### src/rtl/lld_pkg.sv
package lld_pkg;
   typedef enum logic [0:0] {
      DEC_COMPARE = 1'b0,
      DEC_SHIFT   = 1'b1
   } dec_style_e;

   function automatic int unsigned lines_for(input int unsigned aw);
      return 32'd1 << aw;
   endfunction
endpackage

### src/rtl/lld_addr_hold.sv
module lld_addr_hold #(
   parameter int unsigned ADDR_W = 4
) (
   input  logic              clk,
   input  logic              rst,
   input  logic              latch_en,
   input  logic [ADDR_W-1:0] addr,
   output logic [ADDR_W-1:0] eff_addr
);
   logic [ADDR_W-1:0] hold_q;

   always_ff @(posedge clk) begin
      if (rst)
         hold_q <= '0;
      else if (latch_en)
         hold_q <= addr;
   end

   assign eff_addr = latch_en ? addr : hold_q;

   assert_hold_stable_R4: assert property (@(posedge clk) disable iff (rst)
      (!latch_en && !$past(latch_en) && !$past(rst)) |-> (hold_q == $past(hold_q)));

   assert_reset_clear_R9: assert property (@(posedge clk) disable iff (rst)
      $past(rst) |-> (hold_q == '0));
endmodule

### src/rtl/lld_decode.sv
module lld_decode
   import lld_pkg::*;
#(
   parameter int unsigned ADDR_W = 4,
   parameter dec_style_e  STYLE  = DEC_COMPARE,
   localparam int unsigned LINES = 1 << ADDR_W
) (
   input  logic [ADDR_W-1:0] sel_addr,
   output logic [LINES-1:0]  onehot
);
   generate
      if (STYLE == DEC_COMPARE) begin : g_cmp
         for (genvar i = 0; i < LINES; i++) begin : g_line
            assign onehot[i] = (sel_addr == ADDR_W'(i));
         end
      end else begin : g_shift
         assign onehot = LINES'(1) << sel_addr;
      end
   endgenerate

   always_comb begin
      assert_decode_onehot_R1: assert ($onehot(onehot) || $isunknown(sel_addr));
   end
endmodule

### src/rtl/lld_out_gate.sv
module lld_out_gate #(
   parameter int unsigned LINES = 16
) (
   input  logic             en_n,
   input  logic [LINES-1:0] lines_in,
   output logic [LINES-1:0] lines_out
);
   generate
      for (genvar i = 0; i < LINES; i++) begin : g_gate
         assign lines_out[i] = lines_in[i] & ~en_n;
      end
   endgenerate
endmodule

### src/rtl/latched_line_decoder.sv
module latched_line_decoder
   import lld_pkg::*;
#(
   parameter int unsigned ADDR_W = 4,
   parameter dec_style_e  STYLE  = DEC_COMPARE,
   localparam int unsigned LINES = 1 << ADDR_W
) (
   input  logic              clk,
   input  logic              rst,
   input  logic              latch_en,
   input  logic              en_n,
   input  logic [ADDR_W-1:0] addr,
   output logic [LINES-1:0]  sel_out
);
   generate
      if (ADDR_W < 1 || ADDR_W > 8) begin : g_bad_width
         $error("latched_line_decoder: ADDR_W must lie in 1..8");
      end
      if (LINES != lines_for(ADDR_W)) begin : g_bad_lines
         $error("latched_line_decoder: line count mismatch");
      end
   endgenerate

   logic [ADDR_W-1:0] eff_addr;
   logic [LINES-1:0]  decoded;

   lld_addr_hold #(.ADDR_W(ADDR_W)) u_hold (
      .clk(clk), .rst(rst), .latch_en(latch_en), .addr(addr), .eff_addr(eff_addr)
   );

   lld_decode #(.ADDR_W(ADDR_W), .STYLE(STYLE)) u_dec (
      .sel_addr(eff_addr), .onehot(decoded)
   );

   lld_out_gate #(.LINES(LINES)) u_gate (
      .en_n(en_n), .lines_in(decoded), .lines_out(sel_out)
   );

   assert_onehot0_R2: assert property (@(posedge clk) disable iff (rst)
      $onehot0(sel_out));

   assert_gated_off_R6: assert property (@(posedge clk) disable iff (rst)
      en_n |-> (sel_out == '0));

   assert_follow_live_R3: assert property (@(posedge clk) disable iff (rst)
      (latch_en && !en_n) |-> sel_out[addr]);

   assert_out_frozen_R4: assert property (@(posedge clk) disable iff (rst)
      (!latch_en && !$past(latch_en) && !en_n && !$past(en_n) && !$past(rst))
         |-> $stable(sel_out));
endmodule

### config.mk
export PLATFORM = sky130hd
export DESIGN_NAME = latched_line_decoder
export DESIGN_NICKNAME = d
export VERILOG_FILES = /design/src/rtl/lld_pkg.sv /design/src/rtl/lld_addr_hold.sv /design/src/rtl/lld_decode.sv /design/src/rtl/lld_out_gate.sv /design/src/rtl/latched_line_decoder.sv
export SDC_FILE = /design/constraint.sdc
export NUM_CORES = 1
export LEC_CHECK = 0
export BUFFER_PORTS_ARGS = -buffer_cell sky130_fd_sc_hd__buf_2
export CORE_MARGIN = 1
export CORE_UTILIZATION = 35
export CTS_CLUSTER_SIZE = 8
export DETAILED_ROUTE_END_ITERATION = 8
export PLACE_DENSITY = 0.71
export SETUP_SLACK_MARGIN = 0.4
export SLEW_MARGIN = 5
export SYNTH_ARGS = -nofsm -noshare
export SYNTH_HDL_FRONTEND = slang
export SYNTH_SLANG_ARGS = --single-unit
### constraint.sdc
create_clock -name clk -period 1.6 [get_ports clk]
set_clock_uncertainty 0.1 [all_clocks]
set_input_delay 0.24 -clock clk [delete_from_list [all_inputs] [get_ports clk]]
set_output_delay 0.24 -clock clk [all_outputs]
set_load 0.1 [all_outputs]
======== Yosys cells after proc, flatten, opt, wreduce, memory -nomap -nowiden ========
Index checks and enable logic that the tools add are counted.
storage, ports and cells
  register bits ........................... 4
  bits in latches ......................... 0
  memory bits (writable) .................. 0
  ROM bits ................................ 0
  input bits .............................. 8
  word-level logic and storage cells ...... 35
  memories ................................ 0
operators by class
  add/sub/neg operators ................... 0
  multiply operators ...................... 0
  divide/modulo/power cells ............... 0
  order comparisons ....................... 0
  equal/unequal tests ..................... 15
  shift-type cells ........................ 0
  muxes and demuxes ....................... 1
  bitwise gates (word level) .............. 17
  reductions and logical operators ........ 1
operators with widths
  cell                                                 count
  equality test 4 bit, second input constant           8
  AND 1 bit                                            16
  equality test 4 x 3 -> 1 bit, second input constant  4
  equality test 4 x 2 -> 1 bit, second input constant  2
  equality test 4 x 1 -> 1 bit, second input constant  1
  zero test 4 bit                                      1
  two-way mux 4 bit                                    1
  NOT 1 bit                                            1

======== Logic depth before layout (Yosys ltp) ========
  word-level depth ........................ 3
  depth in mapped cells ................... 4
  mapped depth without buffers ............ 2

======== By module ========
A second synthesis with hierarchy kept.
second synthesis, totals
  cell total of the unflattened synthesis .. 49
  area, all modules ....................... 520.5 µm²
by module, submodules not included
  module         instances  cells an instance  area an instance (µm²)
  lld_decode     1          20                 226.5
  lld_addr_hold  1          12                 150.1
  lld_out_gate   1          17                 143.9

======== Worst setup path before layout ========
OpenSTA, ideal clock, no wires.
  path kind ............................... register to output
  start point ............................. reg u_hold.hold_q[1]
  end point ............................... out sel_out[10]
  arrival time ............................ 2451 ps
  path slack .............................. -1191 ps
  stages on the path, launching flop included .. 3
  cells stage by stage .................... dfxtp_1 > or4b_1 > a22oi_1
on the way
  cells in the longest elaborated chain, start to end .. 3
ends and longest elaborated chain
  element                 RTL line                    text
  from (decl)             lld_addr_hold.sv:10         logic [ADDR_W-1:0] hold_q;
  from (signal assigned)  lld_addr_hold.sv:16         hold_q <= addr;
  two-way mux 4 bit       lld_addr_hold.sv:19         assign eff_addr = latch_en ? addr : hold_q;
  equality test 4 bit     lld_decode.sv:14            assign onehot[i] = (sel_addr == ADDR_W'(i));
  AND 1 bit               lld_out_gate.sv:10          assign lines_out[i] = lines_in[i] & ~en_n;
  to (decl)               latched_line_decoder.sv:13  output logic [LINES-1:0] sel_out
Every way passes these cells.

======== Worst setup path after layout ========
  start point ............................. reg u_hold.hold_q[0]
  end point ............................... out sel_out[9]
Same word-level chain as after synthesis.

==> flow_metrics.tcl <==
set metrics [dict create \
    cts_max_level 1 \
    grt_usage_pct 27.2 \
    viasPerCell 6.16 \
    clockBufferDepth 2 \
    end_kind "primary output" \
    largest_reg_flops 4 \
    post_route_cells_drive_above_1_share_pct 73.9 \
    grt_pass1_vias 651 \
    timing.rr.end "u_hold.hold_q[0]$_SDFF_PP0_" \
    r2r_slack_ps 690 \
    power.leakage_uw 0.000378 \
    seqPwrFrac_pct 23.6 \
    power_density_mw_per_mm2 447 \
    ctsHoldBuffers 0 \
    yosys.area.top_type "a22oi_1" \
    rsz0062_at_grt "yes" \
    drtIter0Drc 3 \
    largest_register "u_hold.hold_q" \
    wire_per_inst_um 17.8 \
    cap_violations 0 \
    synth_compound_area_share_pct 26.3 \
    synth_warnings 0 \
    synthSimpleGateAreaFrac_pct 46.2 \
    clock_sink_count 4 \
    die_area_mm2 0.00160 \
    synthesis.area_um2 504 \
    slew_headroom_pct 82.4 \
    syn_area_per_cell_um2 9.34 \
    slew_viol_final 0 \
    hp-class "input pin to flop" \
    io_buffers 23 \
    initial_core_util_pct 38.3 \
    synth_area_leaders "a22oi_1, dfxtp_1, nand3b_1, mux2i_1, or4b_1" \
    netSwitchingFraction_pct 39.0 \
    cp-start-kind "flop" \
    pre_cts_ws_ps -209 \
    hold_violations 0 \
    numCtsBuffers 3 \
    worstHoldEndpoint "u_hold.hold_q[1]$_SDFF_PP0_" \
    crit_type "flop to primary output" \
    p_sw_uw 188 \
    p_comb_share_pct 47.6 \
    antenna_found_initial 0 \
    first_pass_iters 4 \
    pin_count 24 \
    internal_power_uw 294 \
    grt-ovfl-total 0 \
    synth_top_family_by_area "simple AND/OR/NAND/NOR gates" \
    pwr-share-clk_pct 28.9 \
    coreArea_mm2 0.00132 \
    worst_r2r_path_depth 3 \
    synth_seq_cells 4 \
    cts.reportedPaths.clkPinSlew_ps 40 \
    synth_nets 62 \
    grt_max_degree 14 \
    dpl.hpwl_um 1430 \
    n_antenna_cell 0 \
    gp_congestion 0.888 \
    max_freq_mhz 530 \
    rows 13 \
    worstSkewPairLatency_ps 240 \
    dpl-instance-area_mm2 0.00102 \
    syn_inst 54 \
    synth_fa_ha_area_share_pct 0 \
    synth.area.mux_share_pct 7.94 \
    tritoncts "built" \
    setup_violations 16 \
    yosys.area.top_type_share_pct 22.3 \
    crit_arrival_ps 1550 \
    post-route-cell-area_mm2 0.00108 \
    wl_um 1830 \
    cp.required_ps 1260 \
    yosysSeqAreaShare_pct 15.9 \
    synthFlopType "dfxtp_1" \
    synth-edff-count 0 \
    fin_crit_sh_pct 118 \
    synth.distinct_cells 20 \
    synthXorXnorAreaFrac_pct 0 \
    min_from "rst" \
    drc 0 \
    reg.largest.list "u_hold.hold_q x4" \
    r2r-start "u_hold.hold_q[0]$_SDFF_PP0_" \
    syn_to_final_growth_pct 114 \
    final_common_cell "buf_12" \
    max-vdd-ir-drop_mv 0.407 \
    holdPathStages 2 \
    via_count 634 \
    detail-route-antenna-nets 0 \
    cp_max_fo 4 \
    worstMarginPinSlew_ps 263 \
    layout_min_cycle_time_ps 1890 \
    final.setup.worst_slack_ps -288 \
    outcome "finished, violations left" \
    nets 97 \
    most-common-layout-cells "buf_12, a22oi_2, buf_2, nand3b_1, buf_4" \
    violations "setup timing" \
    synthArstFlopShare_pct 0 \
    fp.dieH_um 40.0 \
    grt_pass1_wl_um 2940 \
    die_w_um 40.0 \
    root_buffer "clkbuf_4" \
]
## synth_stat cells, types with 2 or more instances
| cell | number |
|---|---|
| a22oi_1 | 15 |
| dfxtp_1 | 4 |
| mux2i_1 | 4 |
| nand3_1 | 2 |
| nand3b_1 | 6 |
| nand4bb_1 | 2 |
| nor2_1 | 4 |
| or3b_1 | 2 |
| or3b_4 | 2 |
| or4b_1 | 3 |
## repair_timing
item,4_1_cts,5_1_grt
endpoints found under the setup margin,16,16
setup buffers,1,0
gates cloned,0,0
pin swaps,4,4
resized for setup,5,1
## stage by stage
step                      power (uW)  cells  utilization [%]  setup TNS, ps  hold slack (ps)
final                            482    103             81.9          -3980             91.5
after global routing             498    103             81.9          -4420             94.1
after CTS                        487    103             81.7          -4140             87.4
after detailed placement         333     98             77.3          -2760              340
after global placement           325     98             77.3          -2350              333
after floorplan                  250     54                -          -7240              203
## worst max-delay path, cell delays in order (launching register included)
cell and delay, ps:
dfxtp_4 360, or4b_4 500, a22oi_2 230, buf_12 210
## worst max-delay path by stage
| stage | startpoint | to | slack, ps |
|---|---|---|---|
| 3_3_place_gp | en_n | sel_out[3] | -180 |
| 4_1_cts | u_hold.hold_q[1]$_SDFF_PP0_ | sel_out[13] | -300 |
| 2_1_floorplan | u_hold.hold_q[1]$_SDFF_PP0_ | sel_out[13] | -520 |
| 5_1_grt | u_hold.hold_q[1]$_SDFF_PP0_ | sel_out[13] | -330 |
| 3_5_place_dp | latch_en | sel_out[6] | -210 |
| 6_report | u_hold.hold_q[0]$_SDFF_PP0_ | sel_out[9] | -290 |
## metal layers
metal  vias up  part of all wire [%]  track usage (%)
met5         -                     0                0
met4         0                   2.0             14.7
met3         4                   1.6            0.556
met2        15                    55             46.8
met1       318                    41             34.0
li1        297                     -                -
## final cells by class
cell class / instances / area [um^2]
multi-input cells: 48 / 509
repair buffers: 32 / 434
fillers: 76 / 239
flip-flops and latches: 4 / 90.1
clock buffers: 4 / 26.3
well taps: 15 / 18.8
## power by group through the flow
stage               combinational (uW)  sequential [uW]  clock, uW
global placement                   212              113          0
CTS                                228              113        147
floorplan                          135              115          0
detailed placement                 219              114          0
global route                       239              114        145
finish                             229              114        139
## cell families (layout without fill, tap and decap cells)
group / after synthesis / after routing
compound gates: 16 / 16
buf+inv: 2 / 36
flops: 4 / 4
mux: 4 / 4
simple gates: 28 / 28
Note: power is estimated with default switching activity, not from simulation.
